### config.mk
export PLATFORM = sky130hd
export DESIGN_NAME = wip_status_reader
export DESIGN_NICKNAME = d
export VERILOG_FILES = /design/src/rtl/wsr_pkg.sv /design/src/rtl/wsr_rst_sync.sv /design/src/rtl/wsr_write_timer.sv /design/src/rtl/wsr_load_latch.sv /design/src/rtl/wsr_read_fmt.sv /design/src/rtl/wip_status_reader.sv
export SDC_FILE = /design/constraint.sdc
export NUM_CORES = 1
export LEC_CHECK = 0
export BUFFER_PORTS_ARGS = -buffer_cell sky130_fd_sc_hd__buf_2
export CAP_MARGIN = 25
export CORE_ASPECT_RATIO = 0.6
export CORE_MARGIN = 5
export CORE_UTILIZATION = 45
export DETAILED_ROUTE_END_ITERATION = 7
export PLACE_DENSITY_LB_ADDON = 0.25
export RECOVER_POWER = 50
export SYNTH_ARGS = -nofsm -noshare
export SYNTH_HDL_FRONTEND = slang
export SYNTH_SLANG_ARGS = --single-unit
### constraint.sdc
create_clock -name clk -period 1.65 [get_ports clk]
set_clock_uncertainty 0.2 [all_clocks]
set_input_delay 0.165 -clock clk [delete_from_list [all_inputs] [get_ports clk]]
set_output_delay 0.165 -clock clk [all_outputs]
set_load 0.01 [all_outputs]
### src/rtl/wsr_pkg.sv
package wsr_pkg;
  typedef enum logic [1:0] {
    FMT_PLAIN = 2'd0,
    FMT_POLL  = 2'd1,
    FMT_FLIP  = 2'd2
  } rd_fmt_e;
endpackage

### src/rtl/wsr_rst_sync.sv
module wsr_rst_sync #(
  parameter int STAGES = 2
) (
  input  logic clk,
  input  logic arst_n,
  output logic srst_n
);
  logic [STAGES-1:0] sh_q;

  for (genvar g = 0; g < STAGES; g++) begin : g_stage
    if (g == 0) begin : g_first
      always_ff @(posedge clk or negedge arst_n) begin
        if (!arst_n) sh_q[g] <= 1'b0;
        else         sh_q[g] <= 1'b1;
      end
    end else begin : g_next
      always_ff @(posedge clk or negedge arst_n) begin
        if (!arst_n) sh_q[g] <= 1'b0;
        else         sh_q[g] <= sh_q[g-1];
      end
    end
  end

  assign srst_n = sh_q[STAGES-1];
endmodule

### src/rtl/wsr_write_timer.sv
module wsr_write_timer #(
  parameter int WR_CYCLES = 40
) (
  input  logic clk,
  input  logic rst_n,
  input  logic go,
  output logic busy,
  output logic start
);
  localparam int CNT_W = $clog2(WR_CYCLES + 1);

  logic             busy_q, busy_d;
  logic [CNT_W-1:0] cnt_q, cnt_d;
  logic             cnt_en;

  assign start = go & ~busy_q;
  assign busy  = busy_q;

  always_comb begin
    busy_d = busy_q;
    cnt_d  = cnt_q;
    cnt_en = start | busy_q;
    if (start) begin
      busy_d = 1'b1;
      cnt_d  = CNT_W'(WR_CYCLES - 1);
    end else if (busy_q) begin
      if (cnt_q == '0) busy_d = 1'b0;
      else             cnt_d  = cnt_q - 1'b1;
    end
  end

  always_ff @(posedge clk or negedge rst_n) begin
    if (!rst_n) begin
      busy_q <= 1'b0;
      cnt_q  <= '0;
    end else if (cnt_en) begin
      busy_q <= busy_d;
      cnt_q  <= cnt_d;
    end
  end
endmodule

### src/rtl/wsr_load_latch.sv
module wsr_load_latch #(
  parameter int ADDR_W = 19,
  parameter int DATA_W = 8
) (
  input  logic              clk,
  input  logic              rst_n,
  input  logic              ld_en,
  input  logic              blocked,
  input  logic [ADDR_W-1:0] ld_addr,
  input  logic [DATA_W-1:0] ld_data,
  output logic [ADDR_W-1:0] ref_addr,
  output logic [DATA_W-1:0] ref_data
);
  logic cap_en;

  assign cap_en = ld_en & ~blocked;

  always_ff @(posedge clk or negedge rst_n) begin
    if (!rst_n) begin
      ref_addr <= '0;
      ref_data <= '0;
    end else if (cap_en) begin
      ref_addr <= ld_addr;
      ref_data <= ld_data;
    end
  end
endmodule

### src/rtl/wsr_read_fmt.sv
module wsr_read_fmt
  import wsr_pkg::*;
#(
  parameter int ADDR_W = 19,
  parameter int DATA_W = 8
) (
  input  logic              clk,
  input  logic              rst_n,
  input  logic              rd_en,
  input  logic [ADDR_W-1:0] rd_addr,
  input  logic [DATA_W-1:0] arr_data,
  input  logic              busy,
  input  logic              start,
  input  logic [ADDR_W-1:0] ref_addr,
  input  logic [DATA_W-1:0] ref_data,
  output logic [DATA_W-1:0] rd_data
);
  localparam int POLL_BIT = DATA_W - 1;
  localparam int FLIP_BIT = DATA_W - 2;

  logic              rd_en_q;
  logic              rise;
  logic              flip_q, flip_d;
  logic              flip_en;
  rd_fmt_e           fmt;
  logic [DATA_W-1:0] word;
  logic [DATA_W-1:0] out_q;

  assign rise    = rd_en & ~rd_en_q;
  assign flip_en = start | (rise & busy);

  always_comb begin
    if (!busy)                   fmt = FMT_PLAIN;
    else if (rd_addr == ref_addr) fmt = FMT_POLL;
    else                         fmt = FMT_FLIP;
  end

  always_comb begin
    word = arr_data;
    case (fmt)
      FMT_POLL: begin
        word           = ref_data;
        word[POLL_BIT] = ~ref_data[POLL_BIT];
        word[FLIP_BIT] = flip_q;
      end
      FMT_FLIP: word[FLIP_BIT] = flip_q;
      default:  word = arr_data;
    endcase
  end

  always_comb begin
    if (start) flip_d = 1'b0;
    else       flip_d = ~flip_q;
  end

  always_ff @(posedge clk or negedge rst_n) begin
    if (!rst_n) rd_en_q <= 1'b0;
    else        rd_en_q <= rd_en;
  end

  always_ff @(posedge clk or negedge rst_n) begin
    if (!rst_n)       flip_q <= 1'b0;
    else if (flip_en) flip_q <= flip_d;
  end

  always_ff @(posedge clk or negedge rst_n) begin
    if (!rst_n)    out_q <= '0;
    else if (rise) out_q <= word;
  end

  assign rd_data = out_q;
endmodule

### src/rtl/wip_status_reader.sv
module wip_status_reader #(
  parameter int ADDR_W      = 19,
  parameter int DATA_W      = 8,
  parameter int WR_CYCLES   = 40,
  parameter int SYNC_STAGES = 2
) (
  input  logic              clk,
  input  logic              rst_n,
  input  logic              ld_en,
  input  logic [ADDR_W-1:0] ld_addr,
  input  logic [DATA_W-1:0] ld_data,
  input  logic              wr_go,
  input  logic              rd_en,
  input  logic [ADDR_W-1:0] rd_addr,
  input  logic [DATA_W-1:0] arr_data,
  output logic [DATA_W-1:0] rd_data,
  output logic              busy
);
  logic              srst_n;
  logic              start;
  logic [ADDR_W-1:0] ref_addr;
  logic [DATA_W-1:0] ref_data;

  wsr_rst_sync #(.STAGES(SYNC_STAGES)) u_rst (
    .clk(clk), .arst_n(rst_n), .srst_n(srst_n)
  );

  wsr_write_timer #(.WR_CYCLES(WR_CYCLES)) u_timer (
    .clk(clk), .rst_n(srst_n), .go(wr_go), .busy(busy), .start(start)
  );

  wsr_load_latch #(.ADDR_W(ADDR_W), .DATA_W(DATA_W)) u_latch (
    .clk(clk), .rst_n(srst_n), .ld_en(ld_en), .blocked(busy),
    .ld_addr(ld_addr), .ld_data(ld_data),
    .ref_addr(ref_addr), .ref_data(ref_data)
  );

  wsr_read_fmt #(.ADDR_W(ADDR_W), .DATA_W(DATA_W)) u_fmt (
    .clk(clk), .rst_n(srst_n), .rd_en(rd_en), .rd_addr(rd_addr),
    .arr_data(arr_data), .busy(busy), .start(start),
    .ref_addr(ref_addr), .ref_data(ref_data), .rd_data(rd_data)
  );
endmodule

* Word-level counts from Yosys, hierarchy flattened
Cells that the tools add are included.
** Operators by class
- $add $sub $neg :: 1
- Equal/unequal tests :: 4
- Mux-type cells :: 12
- Bitwise logic cells :: 10
- Reduce and logical (&&, ||, !) cells :: 4
** Operators with widths (count)
- $mux W6 :: 4
- $eq A19 B19 Y1 :: 1
- $logic_not A6 Y1 :: 1
- $mux W1 :: 6
- $sub A6 B1 Y6 const B :: 1
- $and A1 B1 Y1 :: 4
- $mux W2 :: 2
- $not A1 Y1 :: 4
- $reduce_and A3 Y1 :: 1
- $eq A2 B1 Y1 const B :: 1
- $eq A2 B2 Y1 const B :: 1
- $ne A2 B1 Y1 const B :: 1
- $or A1 B1 Y1 :: 2
- $reduce_bool A2 Y1 :: 1
- $reduce_or A2 Y1 :: 1
** Storage, ports and cells
- Bits in registers :: 46
- Input bits :: 59
- Output and inout bits :: 9

* Depth between registers and ports, before layout
Gate-level depths: netlist (run 1).
- Depth after elaboration :: 6
- Mapped depth :: 7
- Gate-level depth less buffers :: 7

* Hierarchy
A second synthesis (run 1) with hierarchy kept.
** Unflattened totals
- Cell total of the unflattened synthesis :: 179
- Area, all modules :: 2240.9 µm²
** Modules (own cells, without submodules)
- wsr_load_latch :: instances 1, cells an instance 58, area each 1119.8 µm²
- wsr_read_fmt :: instances 1, cells an instance 81, area each 690.7 µm²
- wsr_write_timer :: instances 1, cells an instance 37, area each 376.6 µm²
- wsr_rst_sync :: instances 1, cells an instance 3, area each 53.8 µm²

* Worst setup path before layout (run 1)
Ideal clock, no wire load.
- Kind :: register to register
- Start point :: register u_timer.cnt_q[0]
- End point :: register u_timer.cnt_q[5]
- Setup time :: 0.124 ns
- Data arrival time :: 1.688 ns
- Path slack :: -0.361 ns
- Stages on the path, launching flop included :: 8
- Clock period less this slack :: 2.011 ns
- Cell sequence :: dfrtp_1 inv_1 ha_1 or4b_2 o21a_1 nand4_1 xor2_1 nand2_1
** Between the ends
- Longest elaborated chain between the ends :: 4
- Elaborated cells on any way between the ends :: 7
- Classes of those cells :: add/sub (1); eq/ne (1); mux (3); reduce/logical (2)
** Ends and longest elaborated chain
- from (decl) :: RTL line wsr_write_timer.sv:13 : logic [CNT_W-1:0] cnt_q, cnt_d;
- from (signal assigned) :: RTL line wsr_write_timer.sv:38 : cnt_q <= cnt_d;
- $sub A6 B1 Y6 :: RTL line wsr_write_timer.sv:28 : else cnt_d = cnt_q - 1'b1;
- $mux W6 :: RTL line wsr_write_timer.sv:27 : if (cnt_q == '0) busy_d = 1'b0;
- $mux W6 :: RTL line wsr_write_timer.sv:26 : end else if (busy_q) begin
- $mux W6 :: RTL line wsr_write_timer.sv:23 : if (start) begin
Several ways; a longest one is shown, not always the timed one. The select of a mux whose other input is x is not followed.
A chain may end at the register's enable or synchronous reset.

* Final worst setup path (run 1)
- Start point :: register u_latch.ref_addr[17]
- End point :: register u_fmt.out_q[0] (netlist: u_fmt.rd_data[0])
** Between the ends
- Longest elaborated chain between the ends :: 5
** Ends and longest elaborated chain
- from (decl) :: RTL line wsr_load_latch.sv:11 : output logic [ADDR_W-1:0] ref_addr,
- from (signal assigned) :: RTL line wsr_load_latch.sv:23 : ref_addr <= ld_addr;
- $eq A19 B19 Y1 :: RTL line wsr_read_fmt.sv:34 : else if (rd_addr == ref_addr) fmt = FMT_POLL;
- $mux W2 :: RTL line wsr_read_fmt.sv:34
- $mux W2 :: RTL line wsr_read_fmt.sv:33 : if (!busy) fmt = FMT_PLAIN;
- $eq A2 B1 Y1 :: RTL line wsr_read_fmt.sv:40 : case (fmt)
- $mux W6 :: RTL line wsr_read_fmt.sv:40
- to (signal assigned) :: RTL line wsr_read_fmt.sv:68 : else if (rise) out_q <= word;
- to (decl) :: RTL line wsr_read_fmt.sv:27 : logic [DATA_W-1:0] out_q;
No other way between the ends.

==> results of run 1 <==
state kept, by name, indices dropped and copies added (netlist names):
| name | cells |
|---|---|
| u_fmt.rd_en_q | 1 |
| u_rst.sh_q | 1 |
| u_timer.cnt_q | 6 |
| u_fmt.rd_data | 8 |
| u_timer.busy | 1 |
| u_latch.ref_addr | 19 |
| u_latch.ref_data | 7 |
| u_rst.srst_n | 1 |
| u_fmt.flip_q | 1 |
cell usage after synthesis:
cell type / count / area share (%)
a21oi_1: 3 / 0.73
o21ai_2: 1 / 0.43
a31oi_1: 7 / 2.1
inv_1: 10 / 1.8
nor3_1: 1 / 0.24
nand3_1: 2 / 0.49
buf_2: 2 / 0.49
ha_1: 2 / 1.2
dfrtp_1: 45 / 55
or3_1: 3 / 0.91
nor2_1: 11 / 2.0
nor4_1: 4 / 1.2
or3_2: 4 / 1.5
buf_1: 1 / 0.18
clkbuf_1: 5 / 0.91
nand2b_1: 1 / 0.31
mux2i_1: 1 / 0.49
nor2b_1: 2 / 0.61
or4b_2: 1 / 0.49
xnor2_1: 3 / 1.3
nand2_1: 11 / 2.0
mux2_2: 20 / 11
and3_1: 1 / 0.31
xor2_1: 19 / 8.1
conb_1: 1 / 0.18
o21ai_0: 15 / 3.7
o32ai_1: 2 / 0.85
o21a_1: 1 / 0.37
nand4_1: 2 / 0.61
clkbuf_2: 1 / 0.24
o211ai_1: 1 / 0.37
layer usage:
| layer | vias up | global-route usage (%) |
|---|---|---|
| met3 | 5 | 5.59 |
| met5 | - | 0 |
| met2 | 43 | 30.6 |
| met4 | 0 | 4.73 |
| li1 | 864 | - |
| met1 | 809 | 23.8 |
cells in the final DEF, fill, tap and decap left out, types with 2 or more instances in the layout:
master | Yosys | final
inv_2 | 0 | 2
dlygate4sd3_1 | 0 | 40
buf_4 | 0 | 10
xnor2_1 | 3 | 3
clkbuf_8 | 0 | 5
nand3_1 | 2 | 2
nor2_1 | 11 | 10
mux2_2 | 20 | 20
clkbuf_1 | 5 | 7
o21ai_0 | 15 | 14
xor2_1 | 19 | 19
a31oi_1 | 7 | 7
nor4_2 | 0 | 2
buf_6 | 0 | 4
inv_1 | 10 | 8
or3_1 | 3 | 3
nor4_1 | 4 | 2
dfrtp_1 | 45 | 44
nand4_1 | 2 | 2
nand2_1 | 11 | 9
nand2_2 | 0 | 2
a21oi_2 | 0 | 2
or3_4 | 0 | 4
buf_2 | 2 | 60
logic make-up after synthesis:
family                     Yosys count  synth area share (%)
other                                1                 0.183
muxes                               21                  11.5
AOI/OAI and AO/OA                   30                  8.54
adders and majority gates            2                  1.22
DFF                                 45                  54.9
and+or+nand+nor                     43                  10.7
buffers and inverters               19                  3.66
xor gates and xnor gates            22                  9.39
where the power goes:
group / total [W] / leakage, nW / internal (W) / switching [W]
Sequential: 0.00121 / 0.536 / 0.00117 / 0.0000397
Combinational: 0.000331 / 0.881 / 0.000188 / 0.000143
Clock: 0.000836 / 0.0543 / 0.000453 / 0.000383
Total: 0.00238 / 1.47 / 0.00181 / 0.000565
stage by stage:
stage / utilization [%] / total power (W) / setup slack, ps / TNS (ps) / hold WS, ps
after floorplan: - / 0.00135 / -227 / -1830 / -331
after global placement: 57.2 / 0.00149 / -442 / -3890 / -247
after detailed placement: 57.2 / 0.00149 / -507 / -4450 / -247
after CTS: 70.6 / 0.00241 / -358 / -3420 / 47.4
after global routing: 70.7 / 0.00251 / -470 / -4720 / 168
final: 70.7 / 0.00238 / -351 / -3610 / 156
final cells by class:
type	count	area, um^2
clock inverters	3	46.3
repair buffers	123	872
fillers	348	1320
flip-flops and latches	45	1130
inverters	10	37.5
well taps	63	78.8
clock buffers	5	68.8
multi-input cells	119	946
path summary, 6_finish.rpt:
check                      depth (start not counted)  slack (ps)                               end
min in group asynchronous                          1         220   u_latch.ref_data[7]$_DFFE_PN0P_
max in group asynchronous                          1         270  u_latch.ref_addr[14]$_DFFE_PN0P_
max                                                6        -350      u_fmt.rd_data[0]$_DFFE_PN0P_
max reg2reg                                        6        -350      u_fmt.rd_data[0]$_DFFE_PN0P_
min reg2reg                                        0         160            u_rst.srst_n$_DFF_PN0_
min                                                0         160            u_rst.srst_n$_DFF_PN0_
what timing repair did:
action	in CTS	in global routing
endpoints found under the setup margin	14	14
hold buffers	40	0
resized for setup	17	7
endpoints found under the hold margin	42	0
pin swaps	15	2
setup buffers	1	1
cloned	1	0
worst reg2reg max path: stages (launching register included):
cell and delay (ps):
dfrtp_1 400, xor2_1 180, nor4_2 310, nand3_1 190
buf_2 210, or3_1 320, a31oi_1 130
==> flow_summary.toml, run 1 <==
[die]
die_h_um = 62.3
core_um2 = 4490
initial_core_util_pct = 45.7
die_w_um = 97.2
die-area_um2 = 6050
rows = 19
io_pins = 68

[worst_setup_path]
max_stage_delay_ps = 400
cp-start-kind = "flip-flop"
worstSetupEndpointType = "flip-flop"
crit_type = "reg -> reg"
crit_fanout = 6
reg2reg_from = "u_latch.ref_addr[17]$_DFFE_PN0P_"
cp_num_buf_inv = 1
crit_chain = "xor2_1 -> nor4_2 -> nand3_1 -> buf_2 -> or3_1 -> a31oi_1"
path_delay_family = "simple AND/OR/NAND/NOR gates"
worstSetupStartpoint = "u_latch.ref_addr[17]$_DFFE_PN0P_"
required_ps = 1690
critPathArrivalTime_ps = 2040
slowest_stage = "dfrtp_1"

[logic_synthesis]
syn_area_um2 = 2050
ys_ff_latch = 45
syn_avg_cell_area_um2 = 11.2
ys_types = 31
synth.yosys.seq_area_share_pct = 54.9
synth_nets = 244
ys_warn_count = 0
syn-instance-count = 183

[cells_and_area]
n_antenna_cell = 0
syn2layout_area_growth_pct = 54.8
fin_area_um2 = 3180
num-nets-final = 365
fin_cells = 368
final_layout_size_suffix_gt1_share_pct = 40.7

[place]
placed_cell_area_um2 = 2570
dp.cells = 318
io_buffers = 66
place_hpwl_mm = 3.40
gp_congestion = 0.812

[drt]
drt_iter0_markers = 32
wl_mm = 5.32
ant_nets = 0
met3_length_um = 304
top_layer = "met4"
dr_wl_met2_mm = 2.59
vias = 1721
drt_pass1_iterations = 4
drc = 0
wire_per_inst_um = 14.4
vias_per_cell = 4.68
wl_met1_mm = 2.38

[sta]
fin_ws_ps = -351
final-hold-violation-count = 0
setup_viol = 14
min_period_ps = 2000
slew-limit-headroom_pct = 54.6
rsz0062_at_grt = "true"
final_max_slew_viol_count = 0
min_period_over_period_pct = 121
clock.fmax_mhz = 500
worst-slew-pin-transition_ps = 681

[clock_tree]
path_clk_slew_ps = 90
insertion_delay_ps = 310
htreeDepth = 2
numCtsBuffers = 5
cts_tree = "done"
clockBufferDepth = 2
cts_sinks = 45
root_buffer = "clkbuf_8"

[global_routing]
grt_pass1_vias = 1897
grt_overflow = 0
grt_usage_pct = 18.5
grt_max_degree = 33
grt_pass1_wl_mm = 9.00
antenna_found_initial = 0

[power_and_ir_drop]
p_per_area_nw_per_um2 = 749
ir_worst_vdd_v = 0.000586
p_leak_nw = 1.47

[outcome]
violations = "setup timing"
outcome = "finished with violations"

[hold_path]
hold_path.startpoint = "u_rst.sh_q[0]$_DFF_PN0_"
holdCritPathClass = "reg -> reg"

[flow_run]
drv_cap = 0
Note: power is estimated with default switching activity, not from simulation.
==> run 2, diff against run 1 <==
--- a/config.mk
+++ b/config.mk
@@ -15,4 +15,5 @@
 export RECOVER_POWER = 50
 export SYNTH_ARGS = -nofsm -noshare
 export SYNTH_HDL_FRONTEND = slang
+export SYNTH_HIERARCHICAL = 1
 export SYNTH_SLANG_ARGS = --single-unit
==> flow_summary.toml, run 2 <==
[place]
place_hpwl_mm = 3.54
gp_congestion = 0.739
dp.cells = 312
io_buffers = 66
post-place-ws_ps = -464

[flow_run]
drv_cap = 0

[drt]
wl_mm = 5.33
vias_per_cell = 4.74
vias = 1740
drt_iter0_markers = 36
drc = 0
wire_per_inst_um = 14.5
drt_pass1_iterations = 4
ant_nets = 0

[sta]
setup_viol = 7
final-hold-violation-count = 0
rsz0062_at_grt = "true"
slew-limit-headroom_pct = 31.8
final_max_slew_viol_count = 0
setup-tns-final_ps = -1920
min_period_over_period_pct = 118
fin_ws_ps = -291
whs_ps = 155
worst-slew-pin-transition_ps = 1020
clock.fmax_mhz = 515
min_period_ps = 1940

[global_routing]
grt_max_degree = 44
grt_usage_pct = 17.0
grt_pass1_vias = 1834
antenna_found_initial = 0
grt_pass1_wl_mm = 8.61
grt_overflow = 0

[cells_and_area]
final_layout_size_suffix_gt1_share_pct = 47.0
syn2layout_area_growth_pct = 48.2
num-nets-final = 364
layout_common_cells = "buf_2 (67), dfrtp_1 (43), dlygate4sd3_1 (38)"
largest_reg_flops = 19
seq_area_um2 = 1130
max_flop_register = "u_latch/ref_addr"
layout_commonest_cell = "buf_2"
fin_cells = 367
n_antenna_cell = 0
multiInputGateArea_um2 = 1030
n_fill_cell = 376

[power_and_ir_drop]
p_per_area_nw_per_um2 = 1350
total_power_w = 0.00440
p_leak_nw = 1.53
ir_worst_vdd_v = 0.000741

[clock_tree]
numCtsBuffers = 5
htreeDepth = 2
cts_tree = "done"
path_clk_slew_ps = 80
clockBufferDepth = 2
root_buffer = "clkbuf_8"
cts_sinks = 45
insertion_delay_ps = 290

[hold_path]
holdCritPathClass = "reg -> reg"

[worst_setup_path]
cp_num_buf_inv = 1
crit_type = "reg -> reg"
cp-start-kind = "flip-flop"
crit_chain = "xor2_1 -> nor4_1 -> nand4_1 -> buf_6 -> or3_4 -> a31oi_1"
max_stage_delay_ps = 400
required_ps = 1670
critPathArrivalTime_ps = 1960
path_delay_family = "simple AND/OR/NAND/NOR gates"
crit_fanout = 7
slowest_stage = "dfrtp_1"
worstSetupEndpointType = "flip-flop"

[die]
io_pins = 68
die_w_um = 100
die-area_um2 = 6440
core_um2 = 4660
initial_core_util_pct = 47.2
die_h_um = 64.2
rows = 19

[logic_synthesis]
syn-instance-count = 177
syn_area_um2 = 2200
ys_warn_count = 6
synth_nets = 238
syn_avg_cell_area_um2 = 12.4

[outcome]
violations = "setup timing"
outcome = "finished with violations"
run 2: metal layers:
| layer | wire length, um | GRT usage, % | share of wire (%) |
|---|---|---|---|
| met1 | 2620 | 24.0 | 49 |
| met2 | 2330 | 24.9 | 44 |
| met3 | 333 | 5.54 | 6.2 |
| met4 | 47 | 5.04 | 0.88 |
| met5 | 0 | 0 | 0 |
run 2: what timing repair did:
action | 4_1_cts | 5_1_grt
setup endpoints to repair | 8 | 11
pin swaps | 10 | 7
hold endpoints to repair | 38 | 0
setup buffers | 3 | 5
resized for setup | 7 | 16
hold buffers | 38 | 0
gates cloned | 1 | 0
run 2: per-stage QoR:
step / cell area [um^2] / util, %
after global placement: 2680 / 57.5
after CTS: 3200 / 68.6
after global routing: 3260 / 70.0
after floorplan: 2200 / -
after detailed placement: 2680 / 57.5
final: 3260 / 70.0
run 2: power by group:
part           internal, W  switching, W  total, W
Combinational      0.00117      0.000698   0.00186
Clock             0.000294      0.000361  0.000655
Sequential         0.00155      0.000329   0.00188
Total              0.00301       0.00139   0.00440
run 2: area by class of cell:
cell class                      count  area share [%]
Clock buffer                        6            2.23
Tap cell                           63            2.42
Sequential cell                    45            34.6
Multi-Input combinational cell    116            31.7
Timing Repair Buffer              126            27.7
Clock inverter                      2           0.307
Inverter                            9            1.04
run 2: final timing paths:
| path | start | to | slack [ps] | depth (start not counted) |
|---|---|---|---|---|
| worst max-delay path | u_latch/ref_addr[1]$_DFFE_PN0P_ | u_fmt/rd_data[2]$_DFFE_PN0P_ | -290 | 6 |
| worst min-delay path | u_rst/sh_q[0]$_DFF_PN0_ | u_rst/srst_n$_DFF_PN0_ | 160 | 0 |
| worst max register to register | u_latch/ref_addr[1]$_DFFE_PN0P_ | u_fmt/rd_data[2]$_DFFE_PN0P_ | -290 | 6 |
| worst min register to register | u_rst/sh_q[0]$_DFF_PN0_ | u_rst/srst_n$_DFF_PN0_ | 160 | 0 |
| max in group asynchronous | u_rst/srst_n$_DFF_PN0_ | u_timer/cnt_q[2]$_DFFE_PN0P_ | 230 | 1 |
| min in group asynchronous | u_rst/srst_n$_DFF_PN0_ | u_latch/ref_addr[18]$_DFFE_PN0P_ | 320 | 1 |
